$ cat config.mk
export PLATFORM = sky130hd
export DESIGN_NAME = i2c_scl_timegen
export DESIGN_NICKNAME = d
export VERILOG_FILES = /design/src/rtl/i2c_tg_pkg.sv /design/src/rtl/i2c_tg_shadow.sv /design/src/rtl/i2c_tg_seglen.sv /design/src/rtl/i2c_tg_seq.sv /design/src/rtl/i2c_scl_timegen.sv
export SDC_FILE = /design/constraint.sdc
export NUM_CORES = 1
export LEC_CHECK = 0
export BUFFER_PORTS_ARGS = -buffer_cell sky130_fd_sc_hd__buf_2
export CELL_PAD_IN_SITES_DETAIL_PLACEMENT = 1
export CELL_PAD_IN_SITES_GLOBAL_PLACEMENT = 1
export CORE_ASPECT_RATIO = 1.2
export CORE_MARGIN = 4
export CORE_UTILIZATION = 49
export CTS_CLUSTER_SIZE = 8
export DETAILED_ROUTE_END_ITERATION = 16
export GPL_TIMING_DRIVEN = 0
export PLACE_DENSITY_LB_ADDON = 0.1
export SYNTH_ARGS = -nofsm -noshare
export SYNTH_HDL_FRONTEND = slang
export SYNTH_HIERARCHICAL = 1
export SYNTH_SLANG_ARGS = --single-unit
$ cat constraint.sdc
create_clock -name clk -period 8.55 [get_ports clk]
set_input_delay 1.71 -clock clk [delete_from_list [all_inputs] [get_ports clk]]
set_output_delay 1.71 -clock clk [all_outputs]
set_load 0.01 [all_outputs]
$ cat src/rtl/i2c_tg_pkg.sv
package i2c_tg_pkg;
   typedef enum logic [2:0] {
      SG_IDLE = 3'd0,
      SG_LOW  = 3'd1,
      SG_HIGH = 3'd2,
      SG_SSU  = 3'd3,
      SG_SHD  = 3'd4,
      SG_PLOW = 3'd5,
      SG_PSU  = 3'd6,
      SG_FREE = 3'd7
   } seg_e;

   localparam logic [1:0] KIND_BIT   = 2'd0;
   localparam logic [1:0] KIND_START = 2'd1;
   localparam logic [1:0] KIND_STOP  = 2'd2;
endpackage

$ cat src/rtl/i2c_tg_shadow.sv
module i2c_tg_shadow #(
   parameter int DIV_W = 16
) (
   input  logic               clk,
   input  logic               rst_n,
   input  logic               load,
   input  logic [2*DIV_W-1:0] clk_div,
   input  logic [7:0]         tune,
   output logic [DIV_W:0]     l_val,
   output logic [DIV_W:0]     h_val,
   output logic [2:0]         s_val,
   output logic [2:0]         u_val,
   output logic [2:0]         p_val
);
   localparam logic [DIV_W:0] ONE = (DIV_W+1)'(1);

   // settings are frozen at phase acceptance
   always_ff @(posedge clk or negedge rst_n) begin
      if (!rst_n) begin
         l_val <= ONE;
         h_val <= ONE;
         s_val <= 3'd1;
         u_val <= 3'd1;
         p_val <= 3'd1;
      end else if (load) begin
         l_val <= {1'b0, clk_div[DIV_W-1:0]} + ONE;
         h_val <= {1'b0, clk_div[2*DIV_W-1:DIV_W]} + ONE;
         s_val <= (tune[3:0] >= 4'd6) ? 3'd7 : (tune[2:0] + 3'd1);   // clamp
         u_val <= {1'b0, tune[5:4]} + 3'd1;
         p_val <= {1'b0, tune[7:6]} + 3'd1;
      end
   end
endmodule

$ cat src/rtl/i2c_tg_seglen.sv
module i2c_tg_seglen
   import i2c_tg_pkg::*;
#(
   parameter int DIV_W        = 16,
   parameter int LEN_W        = DIV_W + 7,
   parameter bit LEGACY_START = 1'b0
) (
   input  seg_e             seg,
   input  logic [DIV_W:0]   l_val,
   input  logic [DIV_W:0]   h_val,
   input  logic [2:0]       s_val,
   input  logic [2:0]       u_val,
   input  logic [2:0]       p_val,
   output logic [LEN_W-1:0] seg_len,
   output logic [LEN_W-1:0] upd_pt,
   output logic [LEN_W-1:0] smp_pt
);
   localparam int LW = LEN_W;

   logic [LW-1:0] lx, hx, l8, h8, ssu_len, shd_len, psu_len;

   assign lx      = LW'(l_val);
   assign hx      = LW'(h_val);
   assign l8      = lx << 3;
   assign h8      = hx << 3;
   assign psu_len = h8 * LW'(p_val) + LW'(1);

   generate
      if (LEGACY_START) begin : g_legacy
         assign ssu_len = hx * LW'(7);
         assign shd_len = hx * LW'(9);
      end else begin : g_tuned
         assign ssu_len = h8 * LW'(u_val) + LW'(1);
         assign shd_len = h8 * (LW'(u_val) + LW'(1)) - LW'(1);
      end
   endgenerate

   always_comb begin
      case (seg)
         SG_LOW, SG_PLOW: seg_len = l8;
         SG_HIGH:         seg_len = h8;
         SG_SSU:          seg_len = ssu_len;
         SG_SHD:          seg_len = shd_len;
         SG_PSU:          seg_len = psu_len;
         SG_FREE:         seg_len = l8 + h8;
         default:         seg_len = LW'(1);
      endcase
   end

   assign upd_pt = lx * LW'(s_val);
   assign smp_pt = hx << 2;
endmodule

$ cat src/rtl/i2c_tg_seq.sv
module i2c_tg_seq
   import i2c_tg_pkg::*;
#(
   parameter int LEN_W = 23
) (
   input  logic             clk,
   input  logic             rst_n,
   input  logic             req_valid,
   input  logic [1:0]       req_kind,
   input  logic [LEN_W-1:0] seg_len,
   input  logic [LEN_W-1:0] upd_pt,
   input  logic [LEN_W-1:0] smp_pt,
   output seg_e             seg,
   output logic             accept,
   output logic             ready,
   output logic             done,
   output logic             scl,
   output logic             sda_upd,
   output logic             sda_smp
);
   logic [LEN_W-1:0] cnt;
   seg_e             seg_nxt;
   logic             last, scl_nxt;

   assign ready  = (seg == SG_IDLE);
   assign accept = ready && req_valid;
   assign last   = !ready && (cnt == seg_len - LEN_W'(1));

   always_comb begin
      seg_nxt = seg;
      if (accept) begin
         case (req_kind)
            KIND_START: seg_nxt = SG_SSU;
            KIND_STOP:  seg_nxt = SG_PLOW;
            default:    seg_nxt = SG_LOW;
         endcase
      end else if (last) begin
         case (seg)
            SG_LOW:  seg_nxt = SG_HIGH;
            SG_SSU:  seg_nxt = SG_SHD;
            SG_PLOW: seg_nxt = SG_PSU;
            SG_PSU:  seg_nxt = SG_FREE;
            default: seg_nxt = SG_IDLE;
         endcase
      end
   end

   always_comb begin
      scl_nxt = scl;
      if (accept || last) begin
         case (seg_nxt)
            SG_LOW, SG_PLOW: scl_nxt = 1'b0;
            SG_HIGH, SG_PSU: scl_nxt = 1'b1;
            SG_IDLE:         scl_nxt = (seg == SG_SHD) ? 1'b0 : scl;
            default:         scl_nxt = scl;
         endcase
      end
   end

   always_ff @(posedge clk or negedge rst_n) begin
      if (!rst_n) begin
         seg  <= SG_IDLE;
         cnt  <= '0;
         scl  <= 1'b1;
         done <= 1'b0;
      end else begin
         seg  <= seg_nxt;
         cnt  <= (accept || last || ready) ? '0 : cnt + LEN_W'(1);
         scl  <= scl_nxt;
         done <= last && (seg_nxt == SG_IDLE);
      end
   end

   assign sda_upd = (((seg == SG_LOW) || (seg == SG_PLOW)) && (cnt == upd_pt)) ||
                    (((seg == SG_SHD) || (seg == SG_FREE)) && (cnt == '0));
   assign sda_smp = (seg == SG_HIGH) && (cnt == smp_pt);
endmodule

$ cat src/rtl/i2c_scl_timegen.sv
module i2c_scl_timegen
   import i2c_tg_pkg::*;
#(
   parameter int DIV_W        = 16,
   parameter bit LEGACY_START = 1'b0
) (
   input  logic               clk,
   input  logic               rst_n,
   input  logic [2*DIV_W-1:0] clk_div,
   input  logic [7:0]         tune,
   input  logic               req_valid,
   input  logic [1:0]         req_kind,
   output logic               ready,
   output logic               done,
   output logic               scl,
   output logic               sda_upd,
   output logic               sda_smp
);
   localparam int LEN_W = DIV_W + 7;

   generate
      if (DIV_W < 2 || DIV_W > 24) begin : g_bad_div
         $error("i2c_scl_timegen: DIV_W out of supported range");
      end
   endgenerate

   seg_e             seg;
   logic             accept;
   logic [DIV_W:0]   l_val, h_val;
   logic [2:0]       s_val, u_val, p_val;
   logic [LEN_W-1:0] seg_len, upd_pt, smp_pt;

   i2c_tg_shadow #(.DIV_W(DIV_W)) shadow_i (
      .clk(clk), .rst_n(rst_n), .load(accept), .clk_div(clk_div), .tune(tune),
      .l_val(l_val), .h_val(h_val), .s_val(s_val), .u_val(u_val), .p_val(p_val)
   );

   i2c_tg_seglen #(.DIV_W(DIV_W), .LEN_W(LEN_W), .LEGACY_START(LEGACY_START)) seglen_i (
      .seg(seg), .l_val(l_val), .h_val(h_val), .s_val(s_val), .u_val(u_val),
      .p_val(p_val), .seg_len(seg_len), .upd_pt(upd_pt), .smp_pt(smp_pt)
   );

   i2c_tg_seq #(.LEN_W(LEN_W)) seq_i (
      .clk(clk), .rst_n(rst_n), .req_valid(req_valid), .req_kind(req_kind),
      .seg_len(seg_len), .upd_pt(upd_pt), .smp_pt(smp_pt), .seg(seg),
      .accept(accept), .ready(ready), .done(done), .scl(scl),
      .sda_upd(sda_upd), .sda_smp(sda_smp)
   );
endmodule

# Word-level counts from Yosys, hierarchy flattened
# Index checks and enable logic that the tools add are counted.
# totals
reg_bits	71
latch_bits	0
ram_bits	0
rom_bits	0
in_bits	45
out_inout_bits	5
memories	0
# op_classes
add_sub_neg	12
multipliers	4
div_mod_pow	0
n_lt_le_gt_ge	1
eq_ne	17
n_shift	0
mux	9
bitwise	0
reduce_logical	20
# op_table
cell	count
$pmux 23 s6	1
$add 23x1->23 const B	3
$mul 17x3->20	3
$sub 23x1->23 const B	2
$add 16x1->17 const B	2
$eq 23x19->1	1
$eq 23x20->1	1
$eq 23x23->1	1
$logic_not 23->1	1
$mul 17x23->20	1
$mux 23	1
$add 20x20->21	1
$eq 3x3->1 const B	6
$pmux 3 s4	1
$eq 3x2->1 const B	3
$mux 3	3
$add 2x1->3 const B	2
$eq 3x1->1 const B	2
$logic_and 1x1->1	6
$logic_not 3->1	2
$pmux 3 s2	1
$reduce_or 2->1	3
$logic_or 1x1->1	5
$add 3x1->4 const B	1
10 further kinds	10

# Depth between registers and ports, before layout
# logic_depth
word_depth	13
ltp_mapped	29

# Hierarchy
# The synthesis kept the hierarchy.
# by_module_without_submodules
mod	instances	cells_each	area_per_inst_um2	seq_area_each_um2
i2c_tg_seglen	1	1178	8379.3	0.0
i2c_tg_seq	1	365	3088.0	701.9
i2c_tg_shadow	1	223	2203.4	1082.3

# Worst setup path before layout
# OpenSTA, ideal clock, no wires.
# synth_timing
path_type	register -> register
start	register shadow_i.u_val[0]
end	register seq_i.cnt[3]
arrival_time_ns	7.394
t_required_ns	8.403
path_slack_ns	1.009
path_stages_with_launch	27
path_buffers	2
synth_period_minus_slack_ns	7.541
path_cell_list	dfstp_2 -> ha_1 -> xor2_1 -> clkbuf_1 -> nand2_1 -> fa_1 -> inv_1 -> fa_1 -> inv_1 -> fa_1 -> xor2_1 -> nor3b_1 -> inv_1 -> a2111oi_2 -> and4b_2 -> nor3b_1 -> xor2_1 -> nand2_1 -> o211ai_1 -> or4_1 -> or4_1 -> or3_4 -> a2111oi_4 -> nand4_4 -> nor4_4 -> buf_6 -> nor3_2
# synth_via
elab_chain_len	10
elab_cells_between_ends	12
classes_between	add/sub (4); mul (2); eq/ne (1); mux (2); reduce/logical (3)
# synth_rtl
element	line	text
from (decl)	i2c_tg_shadow.sv:12	output logic [2:0] u_val,
from (signal assigned)	i2c_tg_shadow.sv:29	u_val <= {1'b0, tune[5:4]} + 3'd1;
$add 3x1->4	i2c_tg_seglen.sv:34	assign shd_len = h8 * (LW'(u_val) + LW'(1)) - LW'(1);
$mul 17x23->20	i2c_tg_seglen.sv:34	
$sub 23x1->23	i2c_tg_seglen.sv:34	
$pmux 23 s6 (*)	i2c_tg_seglen.sv:39	case (seg)
named net seg_len[17]	i2c_scl_timegen.sv:31	logic [LEN_W-1:0] seg_len, upd_pt, smp_pt;
$sub 23x1->23 (*)	i2c_tg_seq.sv:27	assign last = !ready && (cnt == seg_len - LEN_W'(1));
$eq 23x23->1 (*)	i2c_tg_seq.sv:27	
$logic_and 1x1->1 (*)	i2c_tg_seq.sv:27	
$logic_or 1x1->1 (*) (2 in series)	i2c_tg_seq.sv:68	cnt <= (accept || last || ready) ? '0 : cnt + LEN_W'(1);
$mux 23 (*)	i2c_tg_seq.sv:68	
to (signal assigned)	i2c_tg_seq.sv:68	
to (decl)	i2c_tg_seq.sv:21	logic [LEN_W-1:0] cnt;
# The timed path passes the listed nets; every way through them passes the cells marked *.
# A chain may end at the register's enable or synchronous reset.

# Final worst setup path
# Ends and elaborated chain as after synthesis.

==> results.sh <==
export IMPL_reg2reg_slack_ns=0.26
export IMPL_clock_skew_ns=0.00744
export IMPL_wl_mm=47.4
export IMPL_irDropWorstVdd_mv=0.0735
export IMPL_synthFlopType="dfrtp_1"
export IMPL_synth_warnings=6
export IMPL_fill_cells=3491
export IMPL_grt_antenna_before_repair=0
export IMPL_grt_busiest_layer="met2"
export IMPL_cts_tree="done"
export IMPL_io_pins=50
export IMPL_viasPerCell=5.90
export IMPL_grt_use_total_pct=30.7
export IMPL_multiInputGateArea_mm2=0.0107
export IMPL_gp_congestion=0.978
export IMPL_cp_slowest_cell="dfstp_2"
export IMPL_synth_distinct_cells=93
export IMPL_layout_min_cycle_time_ns=8.29
export IMPL_final_nets=2073
export IMPL_period_share_pct=97.0
export IMPL_drv_slew=0
export IMPL_status="completed"
export IMPL_cts_sinks=71
export IMPL_synth_cells=1766
export IMPL_die_h_um=191
export IMPL_cp_end_kind="flip-flop"
export IMPL_clk_path_buf_depth=2
export IMPL_fin_util_pct=54.6
export IMPL_maxCapViolations=0
export IMPL_timing_final_hold_violations=0
export IMPL_area_growth_pct=9.15
export IMPL_ff_latch_area_mm2=0.00179
export IMPL_stdcell_area_mm2=0.0149
export IMPL_synth_enable_flop_cells=0
export IMPL_wl_per_cell_um=21.3
export IMPL_power_density_mw_per_mm2=54.7
export IMPL_drive_gt1_share_pct=10.6
export IMPL_synth_largest_area_cell="dfrtp_1"
export IMPL_worst_pin_slew_ns=1.20
export IMPL_max_freq_ghz=0.121
export IMPL_grt_pass1_vias=14000
export IMPL_drtIter0Drc=766
export IMPL_grt_first_pass_wirelength_mm=74.7
export IMPL_placed_cell_area_mm2=0.0144
export IMPL_grt_util_met3_pct=2.65
export IMPL_die_w_um=160
export IMPL_synthTopCellsByArea="dfrtp_1 (12%), fa_1 (12%), ha_1 (9.9%), xnor2_1 (7.5%), nand2_1 (5.7%)"
export IMPL_critPathArrivalTime_ns=8.49
export IMPL_slew_headroom_pct=19.4
export IMPL_grt_util_met1_pct=34.8
export IMPL_path_class="flip-flop to flip-flop"
export IMPL_ctsRootBufferMaster="clkbuf_16"
export IMPL_grt_max_degree=49
export IMPL_clk_pin_slew_ns=0.06
export IMPL_power_total_mw=0.817
export IMPL_use_met2_pct=56.3
export IMPL_dp_final_hpwl_mm=38.5
export IMPL_synth_area_mm2=0.0137
export IMPL_diodes=0
export IMPL_slowest_delay_ns=0.62
export IMPL_rows=66
export IMPL_ant_nets=0
export IMPL_firstDrtPassIters=7
export IMPL_cts_hold_buf=0
export IMPL_path_buf_inv=7
export IMPL_dieArea_mm2=0.0306
export IMPL_grt_ovfl_total=0
export IMPL_clk_latency_ns=0.36
export IMPL_crit_fanout=10
export IMPL_io_buffers=49
export IMPL_num_vias=13100
export IMPL_ys_ff_latch=71
export IMPL_syn_area_per_cell_um2=7.74
export IMPL_setup_violations=0
export IMPL_path_delay_family="simple AND/OR/NAND/NOR gates"
export IMPL_power_leakage_nw=7.26
export IMPL_synth_top_area_share_pct=11.9
export IMPL_numCtsBuffers=9
export IMPL_hold_class="flip-flop to flip-flop"
export IMPL_cp_data_required_time_ns=8.74
export IMPL_startpoint_type="flip-flop"
export IMPL_async_flop_share_pct=100
export IMPL_htree_num_levels=3
export IMPL_ys_seq_area_share_pct=13.1
export IMPL_start_util_pct=50.0
export IMPL_core_area_mm2=0.0273
export IMPL_drcViolationCount=0
[state kept, by name, indices dropped and copies added (netlist names)]
register and cells:
seq_i/cnt 23, shadow_i/h_val 17, shadow_i/l_val 17, seq_i/seg 3, shadow_i/p_val 3, shadow_i/s_val 3, shadow_i/u_val 3, seq_i/done 1
seq_i/scl 1
[worst paths after layout]
kind / startpoint / endpoint / cells past startpoint
min in group asynchronous: rst_n / shadow_i/l_val[12] / 1
setup reg to reg: shadow_i/u_val[0] / seq_i/cnt[3] / 28
max in group asynchronous: rst_n / shadow_i/p_val[0] / 2
setup / recovery: shadow_i/u_val[0] / seq_i/cnt[3] / 28
hold / removal: shadow_i/p_val[0] / shadow_i/p_val[0] / 2
hold reg to reg: shadow_i/p_val[0] / shadow_i/p_val[0] / 2
[layer usage]
metal	share of wire [%]	up-vias
li1	-	6108
met1	39	6553
met2	51	304
met3	3.2	144
met4	6.3	0
met5	0	-
[logic make-up after synthesis]
kind of cell	after synthesis	synth area share [%]
AO/OA/AOI/OAI	322	16.2
XOR/XNOR	201	12.9
adder cells (fa/ha/maj)	187	21.5
buffers and inverters	309	9.65
flip-flops	71	13.1
multiplexers	17	1.33
other	1	0.0274
AND/OR/NAND/NOR	658	25.4
[placed cells by master, fill, tap and decap left out, drive strengths merged, types with 31 or more instances in the layout]
cell / count
xor2: 84
and2: 69
nor3: 58
nand3: 41
ha: 108
clkbuf: 84
nand2: 206
nor2: 110
o21ai: 56
nor4: 31
dfrtp: 65
inv: 189
buf: 102
a21oi: 87
xnor2: 117
fa: 79
[final cells by class]
type                    instances  share of cell area, %
clock buffers                   9                   1.51
flip-flops and latches         71                   12.0
plain buffers                 120                   4.13
clock inverters                 7                  0.704
inverters                     187                   4.70
well taps                     374                   3.14
repair buffers                 58                   2.25
multi-input cells            1394                   71.6
[tightest hold or removal path: cells and delay by family, from the launching register on]
family | cells | cell delay (ns)
buffers and inverters | 1 | 0.05
muxes | 1 | 0.06
DFF | 1 | 0.37
[per-stage QoR]
stage	instances	TNS (ns)	hold WS (ns)	setup slack, ns
floorplan	1774	0	0.444	1.01
global placement	2197	-9.08	0.456	-0.426
detailed placement	2198	-15.63	0.482	-0.668
CTS	2215	0	0.496	0.0744
global route	2220	-0.113	0.513	-0.0346
finish	2220	0	0.489	0.256
[what timing repair did]
item / in CTS / in global routing
setup endpoints to repair: 28 / 28
buffers inserted: 3 / 5
resized for setup: 7 / 13
pin swaps: 2 / 3
[report_power, final]
group	leakage (nW)	switching [mW]	total (mW)	internal (mW)
Sequential	0.934	0	0.336	0.336
Combinational	6.17	0.0315	0.0527	0.0212
Clock	0.158	0.169	0.428	0.260
[cell usage after synthesis, types with 5 or more instances]
cell type and instances:
a211oi_1 19, a21o_1 23, a21oi_1 87, a221oi_1 5, a22o_1 7, a22oi_1 10
a31oi_1 11, and2_1 69, and3_1 11, buf_2 6, buf_4 35, clkbuf_1 77
dfrtp_1 65, dfstp_2 6, fa_1 79, ha_1 108, inv_1 187, mux2_2 9
mux2i_1 8, nand2_1 206, nand2b_1 24, nand3_1 40, nand4_1 24, nand4b_1 5
nor2_1 110, nor2b_1 14, nor3_1 48, nor3_2 10, nor3b_1 5, nor4_1 24
nor4_2 5, nor4b_1 5, o211ai_1 15, o21a_1 18, o21ai_0 49, o21ai_1 5
o21bai_1 9, o221ai_1 8, or2_2 6, or3_1 18, xnor2_1 117, xor2_1 84
(Power assumes the default switching activity.)
